==> config.mk <==
export PLATFORM = sky130hd
export DESIGN_NAME = psr_exc_ctrl
export DESIGN_NICKNAME = d
export VERILOG_FILES = /design/src/rtl/psr_pkg.sv /design/src/rtl/psr_lvl7_edge.sv /design/src/rtl/psr_arbiter.sv /design/src/rtl/psr_status.sv /design/src/rtl/psr_vbr.sv /design/src/rtl/psr_exc_ctrl.sv
export SDC_FILE = /design/constraint.sdc
export NUM_CORES = 1
export LEC_CHECK = 0
export BUFFER_PORTS_ARGS = -buffer_cell sky130_fd_sc_hd__buf_2
export CORE_MARGIN = 5
export CORE_UTILIZATION = 45
export DETAILED_ROUTE_END_ITERATION = 16
export PLACE_DENSITY = 0.83
export SYNTH_ARGS = -nofsm -noshare
export SYNTH_HDL_FRONTEND = slang
export SYNTH_SLANG_ARGS = --single-unit
==> constraint.sdc <==
create_clock -name clk -period 4.66 [get_ports clk]
set_input_delay 0.932 -clock clk [delete_from_list [all_inputs] [get_ports clk]]
set_output_delay 0.932 -clock clk [all_outputs]
set_load 0.005 [all_outputs]
==> src/rtl/psr_pkg.sv <==
package psr_pkg;
    localparam int SR_W       = 16;
    localparam int SR_T_BIT   = 15;
    localparam int SR_S_BIT   = 13;
    localparam int SR_M_BIT   = 12;
    localparam int SR_I_LO    = 8;
    localparam int IPL_W      = 3;
    localparam int CC_W       = 5;
    localparam logic [SR_W-1:0] SR_WMASK = 16'hB71F;
    localparam logic [SR_W-1:0] SR_RESET = 16'h2700;
    localparam int TRACE_VEC  = 9;
    localparam int AUTOVEC    = 24;

    typedef enum logic [1:0] {
        EXC_NONE  = 2'd0,
        EXC_TRACE = 2'd1,
        EXC_IRQ   = 2'd2
    } exc_kind_e;
endpackage

==> src/rtl/psr_lvl7_edge.sv <==
module psr_lvl7_edge
    import psr_pkg::*;
#(
    parameter int LVL_W = IPL_W
) (
    input  logic             clk,
    input  logic             rst_n,
    input  logic [LVL_W-1:0] irq_level,
    input  logic             clr,
    output logic             pend
);
    localparam logic [LVL_W-1:0] TOP = {LVL_W{1'b1}};

    typedef struct packed {
        logic [LVL_W-1:0] prev;
        logic             pend;
    } edge_st_t;

    edge_st_t st_d, st_q;
    logic     rise;

    always_comb begin
        st_d      = st_q;
        rise      = (irq_level == TOP) && (st_q.prev != TOP);
        st_d.prev = irq_level;
        st_d.pend = rise | (st_q.pend & ~clr);
    end

    always_ff @(posedge clk) begin
        if (!rst_n) begin
            st_q <= '0;
        end else begin
            st_q <= st_d;
        end
    end

    assign pend = st_q.pend;

    AST_HELD_NO_RELATCH: assert property (@(posedge clk) disable iff (!rst_n)
        (irq_level == TOP && st_q.prev == TOP && !st_q.pend) |=> !st_q.pend);
    AST_CLR_DROPS: assert property (@(posedge clk) disable iff (!rst_n)
        (clr && st_q.prev == TOP) |=> !st_q.pend);
endmodule

==> src/rtl/psr_arbiter.sv <==
module psr_arbiter
    import psr_pkg::*;
#(
    parameter int LVL_W = IPL_W,
    parameter int VEC_W = 8
) (
    input  logic             retire,
    input  logic             trace_on,
    input  logic [LVL_W-1:0] mask,
    input  logic [LVL_W-1:0] irq_level,
    input  logic             top_pend,
    output logic             take,
    output exc_kind_e        kind,
    output logic [LVL_W-1:0] level,
    output logic [VEC_W-1:0] vector
);
    localparam logic [LVL_W-1:0] TOP = {LVL_W{1'b1}};

    logic lvl_ok;

    always_comb begin
        lvl_ok = (irq_level != TOP) && (irq_level > mask);
        take   = 1'b0;
        kind   = EXC_NONE;
        level  = '0;
        if (retire) begin
            if (trace_on) begin
                take = 1'b1;
                kind = EXC_TRACE;
            end else if (top_pend) begin
                take  = 1'b1;
                kind  = EXC_IRQ;
                level = TOP;
            end else if (lvl_ok) begin
                take  = 1'b1;
                kind  = EXC_IRQ;
                level = irq_level;
            end
        end
        if (kind == EXC_TRACE) begin
            vector = VEC_W'(TRACE_VEC);
        end else begin
            vector = VEC_W'(AUTOVEC) + VEC_W'(level);
        end
    end
endmodule

==> src/rtl/psr_status.sv <==
module psr_status
    import psr_pkg::*;
#(
    parameter int LVL_W = IPL_W
) (
    input  logic             clk,
    input  logic             rst_n,
    input  logic             entry_en,
    input  exc_kind_e        entry_kind,
    input  logic [LVL_W-1:0] entry_level,
    input  logic             rte_en,
    input  logic [SR_W-1:0]  rte_sr,
    input  logic             wr_en,
    input  logic [SR_W-1:0]  wr_data,
    input  logic             cc_en,
    input  logic [CC_W-1:0]  cc_data,
    output logic [SR_W-1:0]  sr
);
    typedef struct packed {
        logic [SR_W-1:0] sr;
    } sr_st_t;

    sr_st_t st_d, st_q;

    always_comb begin
        st_d = st_q;
        if (entry_en) begin
            st_d.sr[SR_S_BIT] = 1'b1;
            st_d.sr[SR_T_BIT] = 1'b0;
            if (entry_kind == EXC_IRQ) begin
                st_d.sr[SR_M_BIT] = 1'b0;
                st_d.sr[SR_I_LO +: LVL_W] = entry_level;
            end
        end else if (rte_en) begin
            st_d.sr = rte_sr & SR_WMASK;
        end else if (wr_en) begin
            if (st_q.sr[SR_S_BIT]) begin
                st_d.sr = wr_data & SR_WMASK;
            end else begin
                st_d.sr[7:0] = wr_data[7:0] & SR_WMASK[7:0];
            end
        end else if (cc_en) begin
            st_d.sr[CC_W-1:0] = cc_data;
        end
    end

    always_ff @(posedge clk) begin
        if (!rst_n) begin
            st_q.sr <= SR_RESET;
        end else begin
            st_q <= st_d;
        end
    end

    assign sr = st_q.sr;

    AST_USER_UPPER_HELD: assert property (@(posedge clk) disable iff (!rst_n)
        (wr_en && !sr[SR_S_BIT] && !entry_en && !rte_en) |=> $stable(sr[SR_W-1:8]));
    AST_CC_ONLY: assert property (@(posedge clk) disable iff (!rst_n)
        (cc_en && !wr_en && !entry_en && !rte_en) |=> $stable(sr[SR_W-1:CC_W]));
    AST_NO_UNUSED_BITS: assert property (@(posedge clk) disable iff (!rst_n)
        (rte_en || wr_en) |=> ((sr & ~SR_WMASK) == '0));
endmodule

==> src/rtl/psr_vbr.sv <==
module psr_vbr #(
    parameter int ADDR_W = 32,
    parameter int KEEP   = 12
) (
    input  logic              clk,
    input  logic              rst_n,
    input  logic              wr_en,
    input  logic [ADDR_W-1:0] wr_data,
    output logic [ADDR_W-1:0] vbr
);
    localparam int LOW_W = ADDR_W - KEEP;

    typedef struct packed {
        logic [KEEP-1:0] base;
    } vbr_st_t;

    vbr_st_t st_d, st_q;
    logic    unused_low_bits;

    always_comb begin
        st_d = st_q;
        if (wr_en) begin
            st_d.base = wr_data[ADDR_W-1:LOW_W];
        end
    end

    always_ff @(posedge clk) begin
        if (!rst_n) begin
            st_q <= '0;
        end else begin
            st_q <= st_d;
        end
    end

    assign unused_low_bits = ^wr_data[LOW_W-1:0];
    assign vbr             = {st_q.base, {LOW_W{1'b0}}};

    AST_VBR_LOAD: assert property (@(posedge clk) disable iff (!rst_n)
        wr_en |=> (vbr[ADDR_W-1:LOW_W] == $past(wr_data[ADDR_W-1:LOW_W])));
endmodule

==> src/rtl/psr_exc_ctrl.sv <==
module psr_exc_ctrl
    import psr_pkg::*;
#(
    parameter int ADDR_W   = 32,
    parameter int VBR_KEEP = 12,
    parameter int VEC_W    = 8
) (
    input  logic              clk,
    input  logic              rst_n,
    input  logic [2:0]        irq_level,
    input  logic              retire,
    input  logic              sr_wr_en,
    input  logic [15:0]       sr_wr_data,
    input  logic              vbr_wr_en,
    input  logic [ADDR_W-1:0] vbr_wr_data,
    input  logic              ccr_upd_en,
    input  logic [4:0]        ccr_upd_data,
    input  logic              rte_en,
    input  logic [15:0]       rte_sr,
    output logic              exc_take,
    output logic [VEC_W-1:0]  exc_vector,
    output logic [ADDR_W-1:0] exc_addr,
    output logic [15:0]       sr_out,
    output logic [ADDR_W-1:0] vbr_out,
    output logic              mode_trace,
    output logic              mode_super,
    output logic              mode_master
);
    localparam int SHIFT = 2;

    typedef struct packed {
        logic              take;
        logic [VEC_W-1:0]  vector;
        logic [ADDR_W-1:0] addr;
    } out_st_t;

    out_st_t          st_d, st_q;
    logic             arb_take;
    exc_kind_e        arb_kind;
    logic [IPL_W-1:0] arb_level;
    logic [VEC_W-1:0] arb_vector;
    logic             top_pend;
    logic [SR_W-1:0]  sr_q;
    logic [ADDR_W-1:0] vbr_q;

    psr_lvl7_edge #(.LVL_W(IPL_W)) u_edge (
        .clk       (clk),
        .rst_n     (rst_n),
        .irq_level (irq_level),
        .clr       (arb_take && arb_kind == EXC_IRQ && arb_level == {IPL_W{1'b1}}),
        .pend      (top_pend)
    );

    psr_arbiter #(.LVL_W(IPL_W), .VEC_W(VEC_W)) u_arb (
        .retire    (retire),
        .trace_on  (sr_q[SR_T_BIT]),
        .mask      (sr_q[SR_I_LO +: IPL_W]),
        .irq_level (irq_level),
        .top_pend  (top_pend),
        .take      (arb_take),
        .kind      (arb_kind),
        .level     (arb_level),
        .vector    (arb_vector)
    );

    psr_status #(.LVL_W(IPL_W)) u_status (
        .clk         (clk),
        .rst_n       (rst_n),
        .entry_en    (arb_take),
        .entry_kind  (arb_kind),
        .entry_level (arb_level),
        .rte_en      (rte_en),
        .rte_sr      (rte_sr),
        .wr_en       (sr_wr_en),
        .wr_data     (sr_wr_data),
        .cc_en       (ccr_upd_en),
        .cc_data     (ccr_upd_data),
        .sr          (sr_q)
    );

    psr_vbr #(.ADDR_W(ADDR_W), .KEEP(VBR_KEEP)) u_vbr (
        .clk     (clk),
        .rst_n   (rst_n),
        .wr_en   (vbr_wr_en),
        .wr_data (vbr_wr_data),
        .vbr     (vbr_q)
    );

    always_comb begin
        st_d      = st_q;
        st_d.take = arb_take;
        if (arb_take) begin
            st_d.vector = arb_vector;
            st_d.addr   = vbr_q + (ADDR_W'(arb_vector) << SHIFT);
        end
    end

    always_ff @(posedge clk) begin
        if (!rst_n) begin
            st_q <= '0;
        end else begin
            st_q <= st_d;
        end
    end

    assign exc_take    = st_q.take;
    assign exc_vector  = st_q.vector;
    assign exc_addr    = st_q.addr;
    assign sr_out      = sr_q;
    assign vbr_out     = vbr_q;
    assign mode_trace  = sr_q[SR_T_BIT];
    assign mode_super  = sr_q[SR_S_BIT];
    assign mode_master = sr_q[SR_M_BIT];

    AST_TAKE_SUPER: assert property (@(posedge clk) disable iff (!rst_n)
        exc_take |-> (sr_out[SR_S_BIT] && !sr_out[SR_T_BIT]));
    AST_IRQ_MASK: assert property (@(posedge clk) disable iff (!rst_n)
        (exc_take && exc_vector != VEC_W'(TRACE_VEC)) |->
            (sr_out[SR_I_LO +: IPL_W] == IPL_W'(exc_vector - VEC_W'(AUTOVEC)) && !sr_out[SR_M_BIT]));
    AST_TRACE_NEEDS_T: assert property (@(posedge clk) disable iff (!rst_n)
        (exc_take && exc_vector == VEC_W'(TRACE_VEC)) |-> $past(mode_trace));
    AST_ADDR_FROM_BASE: assert property (@(posedge clk) disable iff (!rst_n)
        (exc_take && $past(!vbr_wr_en)) |->
            (exc_addr == vbr_out + (ADDR_W'(exc_vector) << SHIFT)));
endmodule

After elaboration in Yosys (flattened, before gate mapping)
Cells that the tools add are included.

cells by class
  add/sub/neg operators = 2
  multiply operators = 0
  divide/modulo/power cells = 0
  magnitude comparators = 1
  equal/unequal tests = 7
  shift operators = 0
  multiplexer cells = 22
  bitwise logic cells = 5
  reductions and logical operators = 15

operator list
  cell                   count
  $add A32 B10 Y32       1
  $mux W3                6
  $mux W16               1
  $mux W8                2
  $mux W11               1
  $mux W5                2
  $reduce_bool A3 Y1     3
  $mux W2                4
  $add A5 B3 Y6 const A  1
  $eq A3 B3 Y1 const B   2
  $mux W1                6
  $ne A3 B3 Y1 const B   2
  $reduce_and A2 Y1      3
  $reduce_and A3 Y1      2
  $logic_and A1 B1 Y1    4
  $reduce_bool A2 Y1     2
  $gt A3 B3 Y1           1
  $not A1 Y1             3
  $eq A2 B1 Y1 const B   1
  $eq A2 B2 Y1 const B   1
  $ne A2 B1 Y1 const B   1
  $reduce_or A2 Y1       1
  $and A1 B1 Y1          1
  $or A1 B1 Y1           1

storage, ports and cells
  register bits after elaboration = 73
  latch bits = 0
  memory bits (writable) = 0
  ROM bits = 0
  bits of input ports = 79
  output and inout port bits = 92
  word-level logic and storage cells = 64
  memories = 0

Depth between registers and ports, before layout
Gate-level depths: netlist of run 1.

  depth after elaboration = 12
  mapped depth = 8
  gate-level depth less buffers = 7

Hierarchy
From an unflattened synthesis of run 1, not the netlist that was laid out.

unflattened totals
  cell total of the unflattened synthesis = 445
  area total of the unflattened synthesis = 3906.2 um^2

modules (own cells, without submodules)
  module         times used  cells each  area an instance (um^2)
  psr_exc_ctrl   1           258         2265.9
  psr_status     1           80          690.7
  psr_vbr        1           59          604.3
  psr_arbiter    1           38          217.7
  psr_lvl7_edge  1           10          127.6

Least setup slack after synthesis of run 1
No wires, ideal clock.

  kind = input to register
  start = input irq_level[2]
  end = register st_q, in the netlist exc_vector[3]
  setup time = 0.128 ns
  data arrival time = 2.221 ns
  data required time = 4.532 ns
  slack = 2.311 ns
  cell stages on the path = 7
  path buffers = 1
  path through = ha_1 > a21oi_1 > a21oi_4 > a211o_1 > buf_6 > a21oi_2 > nor2_1

between the ends
  cells in the longest elaborated chain, start to end = 8
  elaborated cells on any way between the ends = 18

ends and longest elaborated chain
  item                                                  line                                  source
  start, declared                                       psr_exc_ctrl.sv:10                    input logic [2:0] irq_level,
  $gt A3 B3 Y1 / $ne A3 B3 Y1 (equally long branches)   psr_arbiter.sv:22                     lvl_ok = (irq_level != TOP) && (irq_level > mask);
  $logic_and A1 B1 Y1                                   psr_arbiter.sv:22
  $mux W3 / $mux W2 (equally long branches)             psr_arbiter.sv:34                     end else if (lvl_ok) begin
  $mux W3 / $mux W2 (equally long branches)             psr_arbiter.sv:30                     end else if (top_pend) begin
  $mux W3 / $mux W2 (equally long branches)             psr_arbiter.sv:27                     if (trace_on) begin
  $mux W3 / $mux W2 (equally long branches)             psr_arbiter.sv:26                     if (retire) begin
  $add A5 B3 Y6 / $eq A2 B1 Y1 (equally long branches)  psr_arbiter.sv:43, psr_arbiter.sv:40
  $mux W8                                               psr_arbiter.sv:40                     if (kind == EXC_TRACE) begin
  end signal, assigned                                  psr_exc_ctrl.sv:102                   st_q <= st_d;
  end, declared                                         psr_exc_ctrl.sv:37                    out_st_t st_d, st_q;

Parallel ways exist; a longest one is shown, timed or not.
A chain may end at the register's enable or synchronous reset.

Worst setup path after layout of run 1
  start = input irq_level[2]
  end = register u_status.sr[15] (netlist name)

between the ends
  cells in the longest elaborated chain, start to end = 7
  elaborated cells on any way between the ends = 8

ends and longest elaborated chain
  item                                                 line
  $gt A3 B3 Y1 / $ne A3 B3 Y1 (equally long branches)  psr_arbiter.sv:22
  $logic_and A1 B1 Y1 *                                psr_arbiter.sv:22
  $mux W1 *                                            psr_arbiter.sv:34
  $mux W1 *                                            psr_arbiter.sv:30
  $mux W1 *                                            psr_arbiter.sv:27
  $mux W1 *                                            psr_arbiter.sv:26
  $reduce_or A2 Y1 (no source line) *                  n/a

Mark *: on every way between the ends. The rest lies on a longest branch, timed or not.

==> results of run 1 <==
-- logic make-up (layout without fill, tap and decap cells) --
family | after synthesis | in the layout
adder cells (fa/ha/maj) | 3 | 3
buffers and inverters | 74 | 113
flip-flops | 45 | 45
AND/OR/NAND/NOR | 66 | 66
other | 1 | 43
AO/OA/AOI/OAI | 70 | 70
multiplexers | 23 | 23
-- worst max-delay path by stage --
| stage | to | slack, ns |
|---|---|---|
| final | u_status.sr[15] | 2.11 |
| after global routing | u_status.sr[3] | 1.99 |
| after CTS | u_status.sr[1] | 2.11 |
| after detailed placement | u_status.sr[2] | 1.81 |
| after global placement | u_status.sr[4] | 1.81 |
| after floorplan | exc_vector[3] | 2.31 |
-- cell usage after synthesis, types with 2 or more instances --
cell type,instances
o311ai_2,3
o21ai_0,27
o31ai_1,2
mux2i_1,23
and3_1,3
inv_1,8
and2_1,4
nand2_1,20
clkbuf_1,5
nor2_1,16
ha_1,3
nor3_1,3
buf_4,52
a221o_1,6
dfxtp_1,45
a21oi_1,19
buf_1,3
buf_2,3
nand3_1,12
o21ai_1,3
o21a_1,2
-- through the flow --
step | cells | cell area (µm²)
floorplan | 324 | 2610
global route | 433 | 2820
CTS | 433 | 2820
detailed placement | 426 | 2730
global placement | 426 | 2730
finish | 433 | 2820
-- worst max-delay path, stage by stage --
cell     delay, ns
buf_2         0.13
ha_1          0.32
and3_1        0.20
a21oi_4       0.20
a211o_1       0.55
nand2_1       0.19
and3_1        0.20
-- flip-flops by register name, summed over array words and instances (netlist names) --
name / flops
exc_addr: 13
u_vbr.st_q: 12
u_status.sr: 11
exc_vector: 4
u_edge.st_q: 3
exc_take: 1
u_edge.pend: 1
-- layout make-up --
type,count,area share [%]
flip-flops and latches,45,32.0
clock buffers,7,3.06
inverters,9,1.20
multi-input cells,205,43.5
well taps,70,3.11
repair buffers,97,17.2
-- power by group through the flow --
stage / Combinational [W] / Clock [W] / Sequential, W
after floorplan: 0.000191 / 0 / 0.000448
after global placement: 0.000234 / 0 / 0.000446
after detailed placement: 0.000239 / 0 / 0.000447
after CTS: 0.000239 / 0.000239 / 0.000439
after global routing: 0.000267 / 0.000255 / 0.000444
final: 0.000237 / 0.000232 / 0.000438
-- per-layer routing --
layer  GRT usage, %  vias up  wire length, µm  share of wire [%]
met5              0        -                0                  0
met4           3.65        0               44               0.79
met3           3.55        4              422                7.5
met2           28.1       80             2840                 51
met1           18.6      977             2300                 41
li1               -     1041                -                  -
==> metrics.csv, run 1 <==
metric,value,unit
status,"finished, final reports clean",
sw frac,30.0,%
DR vias/cell,4.85,
Gate power share,26.1,%
"top cells by area, synth","dfxtp_1 (37%), buf_4 (16%), mux2i_1 (9.4%), o21ai_0 (5.5%), a21oi_1 (3.9%)",
Worst EP arrival,2.72,ns
Num CTS Buffers,5,
CTS tree,yes,
Synth Area in XOR/XNOR,0,%
pwr/cell area,322,mW/mm²
CP Launch Point,irq_level[2],
share of layout cells above drive strength 1,31.7,%
vias in the first global route,1983,
final period utilization,54.6,%
sequential cell area,901,µm²
Synth Area in Compound Gates,19.7,%
setup tns final,0,ns
"Hold Violations, Final",0,
Buffers on Ports,97,
setup slack after layout,2.11,ns
CTS resizes,0,
skew final,0.00837,ns
mux cell area share after synthesis,9.38,%
"commonest non-fill, non-tap cells in the layout","buf_2 (97), dfxtp_1 (45), conb_1 (43)",
filler cell count,516,
Syn-to-layout area delta,14.9,%
crit-path max FO,15,
die area,0.00703,mm²
GRT Util Overall,15.6,%
worst hold path startpoint,u_status.sr[1],
core footprint,0.00520,mm²
"EDFF count, synth",0,
Cell Int Power,0.000635,W
drt initial violations,87,
Netlist cell types,41,
worst vdd ir,0.186,mV
largest net degree at the start of global routing,29,
Overflow after GRT,0,
Critical Path Start Type,primary input,
Yosys reg bits,45,
max frequency,393,MHz
clock root buffer,clkbuf_8,
Detail Route Antenna Nets,0,
Simple-Gate Fraction of Synth Area,12.7,%
final wirelength,5.60,mm
global-route wire length before repair,9.23,mm
# IOs,171,
adder-cell share of the synthesized area,1.53,%
Die Width,83.8,µm
r2r setup slk,2.53,ns
Worst EP required,4.84,ns
warnings from Yosys,0,
Final Max Slew Viols,0,
nets@finish,445,
post-synth top area share,36.7,%
NetSw,0.000272,W
Tot Pwr,0.000907,W
Vert. Die Dim,83.8,µm
largest family of logic cells by synthesized area,buffers and inverters,
Initial Utilization,47.1,%
clock transition at the registers of the reported paths,0.07,ns
drt wl/cell,12.9,µm
GPL Wtd Cong,0.791,
hold depth,2,
critical path capture point type,register,
clock power share,25.6,%
leakage,1.41,nW
worst slack at placement,1.81,ns
sequential share of the synthesized area,36.7,%
Placement Rows,26,
Clock Sinks,45,
H-tree depth,2,
RR Startpoint,u_status.sr[10],
Worst Tran Pin Value,0.626,ns
Synth Flop Type,dfxtp_1,
# setup viols final,0,
Final Core Density,54.2,%
Crit Reg-Reg Endpoint,u_status.sr[15],
footprint of the multi-input gates,0.00122,mm²
fin crit period,2.55,ns
"area leader, netlist",dfxtp_1,
# Max-Cap Violations,0,
Antenna Cells,0,
clock latency on the worst-skew pair,0.28,ns
HPWL after DPL,4.39,mm
sequential cell fraction of total power,48.3,%
Hold Buf Count CTS,0,
RSZ-0062 raised after global routing,false,
initial antenna violation count,0,
Vias,2102,
reg2reg path depth,7,
DRC,0,
Min-Delay Endpoint,u_status.sr[1],
"commonest non-fill, non-tap cell in the layout",buf_2,
CTS max path bufs,2,
"Cell Area, Synth",0.00245,mm²
"FFs w/ async S/R, synth",0,%
Hold Path Class,register to register,
syn avg cell area,8.70,µm²
Slew headroom,58.0,%
Fin Hold WS,0.459,ns
Post CTS Setup Buffer Count,0,
crit path kind,primary input to register,
Syn Inst Count,282,
drt first pass iters,4,
Note: power is estimated with default switching activity, not from simulation.
==> inputs of run 2 (changes only) <==
--- a/config.mk
+++ b/config.mk
@@ -7,9 +7,9 @@
 export LEC_CHECK = 0
 export BUFFER_PORTS_ARGS = -buffer_cell sky130_fd_sc_hd__buf_2
 export CORE_MARGIN = 5
-export CORE_UTILIZATION = 45
+export CORE_UTILIZATION = 41
 export DETAILED_ROUTE_END_ITERATION = 16
-export PLACE_DENSITY = 0.83
+export PLACE_DENSITY = 0.77
 export SYNTH_ARGS = -nofsm -noshare
 export SYNTH_HDL_FRONTEND = slang
 export SYNTH_SLANG_ARGS = --single-unit
==> constraint.sdc (replaced) <==
create_clock -name clk -period 2.4 [get_ports clk]
set_input_delay 0.48 -clock clk [delete_from_list [all_inputs] [get_ports clk]]
set_output_delay 0.48 -clock clk [all_outputs]
set_load 0.005 [all_outputs]
==> metrics.csv, run 2 (synthesis results as in run 1) <==
metric,value,unit,change
status,"finished, final reports clean",,
HPWL after DPL,4.52,mm,+3.0%
clock latency on the worst-skew pair,0.29,ns,about the same
largest net degree at the start of global routing,28,,-3.4%
Detail Route Antenna Nets,0,,unchanged
CP Launch Point,u_status.sr[10],,
drt wl/cell,13.0,µm,+0.73%
critical path capture point type,register,,
H-tree depth,2,,unchanged
Non-Filler Instances,442,,+2.1%
RSZ-0062 raised after global routing,false,,
skew final,0.00699,ns,-0.00138 ns
share of layout cells above drive strength 1,32.4,%,+0.74 points
GRT Util Overall,14.3,%,-1.3 points
CTS max path bufs,2,,unchanged
Worst EP arrival,2.12,ns,-0.60 ns
Overflow after GRT,0,,unchanged
Clock Sinks,45,,unchanged
Placement Rows,28,,+7.7%
post-route cell area,0.00287,mm²,+1.9%
leakage,1.43,nW,+1.8%
reg2reg path depth,7,,unchanged
nets@finish,448,,+0.67%
final wirelength,5.76,mm,+2.8%
filler cell count,593,,+15%
die area,0.00763,mm²,+8.6%
# IOs,171,,unchanged
Tot Pwr,0.00189,W,+110%
Final Core Density,48.8,%,-5.3 points
"Hold Violations, Final",0,,unchanged
Num CTS Buffers,5,,unchanged
Post CTS Setup Buffer Count,0,,unchanged
Worst EP required,2.59,ns,-2.25 ns
DRC,0,,unchanged
worst hold path startpoint,rte_sr[13],,
GPL Wtd Cong,0.782,,-1.2%
Placement Cell Area,0.00276,mm²,+1.1%
DR vias/cell,4.71,,-2.9%
crit path kind,register to register,,
crit path to,u_status.sr[8],,
Vert. Die Dim,87.4,µm,+4.2%
vias in the first global route,1908,,-3.8%
Hold Buf Count CTS,0,,unchanged
Die Width,87.4,µm,+4.2%
Critical Path Start Type,register,,
Hold Path Class,primary input to register,,
RR Startpoint,u_status.sr[10],,
# setup viols final,0,,unchanged
worst vdd ir,0.367,mV,+97%
Placed Cells,434,,+1.9%
"commonest non-fill, non-tap cell in the layout",buf_2,,
Final Max Slew Viols,0,,unchanged
setup tns final,0,ns,unchanged
Initial Utilization,41.7,%,-5.5 points
clock transition at the registers of the reported paths,0.08,ns,about the same
core footprint,0.00589,mm²,+13%
Buffers on Ports,97,,unchanged
final period utilization,80.4,%,
CTS resizes,0,,unchanged
# Max-Cap Violations,0,,unchanged
max reg flops,13,,unchanged
"commonest non-fill, non-tap cells in the layout","buf_2 (97), dfxtp_1 (45), conb_1 (43)",,
r2r setup slk,0.47,ns,-2.06 ns
max frequency,518,MHz,
Vias,2084,,-0.86%
drt first pass iters,4,,unchanged
Syn-to-layout area delta,17.1,%,
fin crit period,1.93,ns,
pwr/cell area,657,mW/mm²,+100%
crit-path max FO,5,,-10
drt initial violations,93,,+6.9%
initial antenna violation count,0,,unchanged
global-route wire length before repair,8.80,mm,-4.7%
Antenna Cells,0,,unchanged
clock root buffer,clkbuf_8,,
Crit Reg-Reg Endpoint,u_status.sr[8],,
CTS tree,yes,,
## run 2: worst max-delay path: stages (launching register included)
cell and delay [ns]:
dfxtp_1 0.37, inv_1 0.05, ha_1 0.29, and3_1 0.20
a21oi_4 0.20, a211oi_2 0.14, or2_4 0.29, o311ai_2 0.29
## run 2: area by class of cell
| type | count | area, µm² | share of cell area [%] |
|---|---|---|---|
| Inverter | 9 | 33.8 | 1.18 |
| Multi-Input combinational cell | 205 | 1220 | 42.6 |
| Sequential cell | 45 | 901 | 31.4 |
| Clock buffer | 6 | 72.6 | 2.53 |
| Clock inverter | 2 | 38.8 | 1.35 |
| Tap cell | 75 | 93.8 | 3.27 |
| Timing Repair Buffer | 100 | 508 | 17.7 |
## run 2: how the worst min path moves through the flow
| stage | to | slack [ns] | depth (start not counted) |
|---|---|---|---|
| after floorplan | exc_vector[1] | 0.45 | 2 |
| after global placement | exc_vector[2] | 0.44 | 2 |
| after detailed placement | exc_vector[1] | 0.45 | 2 |
| after CTS | u_vbr.st_q[1] | 0.41 | 3 |
| after global routing | u_vbr.st_q[0] | 0.42 | 3 |
| final | u_status.sr[13] | 0.42 | 3 |
## run 2: report_power, final
part	internal (W)	switching [W]
clock network	0.000313	0.000249
logic	0.000210	0.000265
registers	0.000809	0.0000435
total	0.00133	0.000557
## run 2: metrics by stage
step / hold slack (ns) / setup slack (ns)
2_1_floorplan: 0.452 / 0.503
3_3_place_gp: 0.439 / 0.281
3_5_place_dp: 0.449 / 0.245
4_1_cts: 0.412 / 0.485
5_1_grt: 0.423 / 0.383
6_report: 0.421 / 0.469
## run 2: per-layer routing
layer  part of all wire (%)  routed length (µm)  global-route usage [%]  vias to the layer above
met1                     40                2330                    17.6                      943
met3                    8.1                 469                    3.60                        4
li1                       -                   -                       -                     1053
met4                   0.92                  53                    3.91                        0
met2                     50                2910                    24.6                       84
met5                      0                   0                       0                        -
==> inputs of run 3 (changes only) <==
--- a/config.mk
+++ b/config.mk
@@ -7,9 +7,9 @@
 export LEC_CHECK = 0
 export BUFFER_PORTS_ARGS = -buffer_cell sky130_fd_sc_hd__buf_2
 export CORE_MARGIN = 5
-export CORE_UTILIZATION = 41
+export CORE_UTILIZATION = 37
 export DETAILED_ROUTE_END_ITERATION = 16
-export PLACE_DENSITY = 0.77
+export PLACE_DENSITY = 0.73
 export SYNTH_ARGS = -nofsm -noshare
 export SYNTH_HDL_FRONTEND = slang
 export SYNTH_SLANG_ARGS = --single-unit
==> constraint.sdc (replaced) <==
create_clock -name clk -period 1.72 [get_ports clk]
set_input_delay 0.344 -clock clk [delete_from_list [all_inputs] [get_ports clk]]
set_output_delay 0.344 -clock clk [all_outputs]
set_load 0.005 [all_outputs]
==> metrics.csv, run 3 (synthesis results as in run 1) <==
metric,value,unit,change
r2r setup slk,-0.03,ns,-0.50 ns
Non-Filler Instances,458,,+3.6%
worst slack at placement,-0.191,ns,-0.436 ns
status,"complete, but fails checks",,
drt wl/cell,13.4,µm,+3.2%
Placed Cells,449,,+3.5%
sequential cell fraction of total power,44.6,%,-0.5 points
drt initial violations,64,,-31%
clock transition at the registers of the reported paths,0.08,ns,about the same
Num CTS Buffers,5,,unchanged
GRT Util Overall,13.8,%,-0.49 points
GPL Wtd Cong,0.791,,+1.2%
H-tree depth,2,,unchanged
skew final,0.00742,ns,+0.000427 ns
HPWL after DPL,4.86,mm,+7.6%
nets@finish,462,,+3.1%
Worst EP required,1.91,ns,-0.68 ns
Gate power share,30.1,%,+5.0 points
Crit Reg-Reg Endpoint,u_status.sr[10],,
Die Width,91.4,µm,+4.7%
RR Startpoint,u_status.sr[10],,
die area,0.00836,mm²,+9.5%
violations in the final reports,negative setup slack,,
max reg flops,13,,unchanged
largest net degree at the start of global routing,25,,-11%
filler cell count,646,,+8.9%
Clock Sinks,45,,unchanged
crit path to,u_status.sr[10],,
CTS max path bufs,2,,unchanged
leakage,1.51,nW,+5.2%
Placement Rows,29,,+3.6%
drt first pass iters,4,,unchanged
Hold Path Class,primary input to register,,
sequential cell area,903,µm²,+0.28%
# Max-Cap Violations,0,,unchanged
Critical Path Start Type,register,,
vias in the first global route,2051,,+7.5%
fin crit period,1.75,ns,-0.183 ns
Vert. Die Dim,91.4,µm,+4.7%
reg2reg path depth,7,,unchanged
Worst path max stage delay,0.35,ns,-0.02 ns
initial antenna violation count,0,,unchanged
clock power share,25.4,%,-4.3 points
DRC,0,,unchanged
final period utilization,102,%,+21 points
Hold Buf Count CTS,0,,unchanged
clock latency on the worst-skew pair,0.29,ns,about the same
CTS tree,yes,,
RSZ-0062 raised after global routing,true,,
Worst EP arrival,1.94,ns,-0.18 ns
Antenna Cells,0,,unchanged
sw frac,31.0,%,+1.5 points
CP Launch Point,u_status.sr[10],,
Overflow after GRT,0,,unchanged
NetSw,0.000831,W,+49%
"commonest non-fill, non-tap cell in the layout",buf_2,,
critical path capture point type,register,,
Vias,2148,,+3.1%
Final Max Slew Viols,0,,unchanged
share of layout cells above drive strength 1,38.6,%,+6.2 points
footprint of the multi-input gates,0.00129,mm²,+5.3%
Syn-to-layout area delta,24.1,%,
# IOs,171,,unchanged
Detail Route Antenna Nets,0,,unchanged
Buffers on Ports,97,,unchanged
# setup viols final,4,,+4
slowest CP cell,dfxtp_2,,
max frequency,572,MHz,+10%
final wirelength,6.16,mm,+6.9%
setup slack after layout,-0.0280,ns,-0.497 ns
CP Cell Sequence,inv_2 > ha_4 > nand3b_1 > a21oi_4 > a211oi_2 > or2_4 > o311ai_2,,
pwr/cell area,879,mW/mm²,+34%
"commonest non-fill, non-tap cells in the layout","buf_2 (97), conb_1 (43), dfxtp_1 (43)",,
worst vdd ir,0.515,mV,+40%
DR vias/cell,4.69,,-0.53%
clock root buffer,clkbuf_8,,
crit path kind,register to register,,
"Hold Violations, Final",0,,unchanged
core footprint,0.00639,mm²,+8.5%
Initial Utilization,38.4,%,-3.3 points
crit-path max FO,5,,unchanged
Cell Int Power,0.00185,W,+39%
global-route wire length before repair,9.69,mm,+10%
run 3: per-layer routing:
layer	part of all wire [%]	vias up	track usage [%]
met5	0	-	0
met4	0.78	0	3.67
met3	7.9	2	3.31
met2	51	81	24.7
met1	41	988	16.3
li1	-	1077	-
run 3: what timing repair did:
| action | 4_1_cts | 5_1_grt |
|---|---|---|
| setup endpoints to repair | 23 | 24 |
| pin swaps | 9 | 4 |
| resized for setup | 12 | 10 |
| buffers inserted | 1 | 0 |
| cloned | 0 | 0 |
run 3: per-stage QoR:
step	util (%)	instance area, µm²	setup TNS [ns]	total power [W]	hold WS, ns
2_1_floorplan	-	2630	0	0.00174	0.452
3_3_place_gp	45.3	2900	-2.40	0.00195	0.441
3_5_place_dp	45.3	2900	-3.55	0.00197	0.448
4_1_cts	47.4	3030	-0.0538	0.00269	0.273
5_1_grt	47.7	3050	-1.56	0.00285	0.278
6_report	47.7	3050	-0.0358	0.00268	0.276
run 3: worst min path at each step:
| stage | start | endpoint | slack (ns) | cells past startpoint |
|---|---|---|---|---|
| after floorplan | exc_vector[1] | exc_vector[1] | 0.45 | 2 |
| after global placement | exc_vector[2] | exc_vector[2] | 0.44 | 2 |
| after detailed placement | exc_vector[1] | exc_vector[1] | 0.45 | 2 |
| after CTS | rte_sr[13] | u_status.sr[13] | 0.27 | 3 |
| after global routing | vbr_wr_data[28] | u_vbr.st_q[8] | 0.28 | 3 |
| final | rte_sr[13] | u_status.sr[13] | 0.28 | 3 |
run 3: final cells by class:
type / instances / area share, %
Clock buffer: 6 / 2.71
Clock inverter: 2 / 0.452
Inverter: 9 / 1.11
Multi-Input combinational cell: 205 / 42.4
Sequential cell: 45 / 29.7
Tap cell: 77 / 3.16
Timing Repair Buffer: 114 / 20.5
run 3: worst max-delay path, delay by kind of cell (launching register included):
family / cells / cell delay, ns
and+or+nand+nor: 2 / 0.38
adders and majority gates: 1 / 0.27
AOI/OAI and AO/OA: 3 / 0.60
buffers and inverters: 1 / 0.05
DFF: 1 / 0.35
run 3: power groups by stage:
stage	clock network (W)	logic, W	registers, W
after floorplan	0	0.000532	0.00121
after global placement	0	0.000739	0.00121
after detailed placement	0	0.000759	0.00121
after CTS	0.000701	0.000794	0.00119
after global routing	0.000745	0.000892	0.00121
final	0.000679	0.000805	0.00119
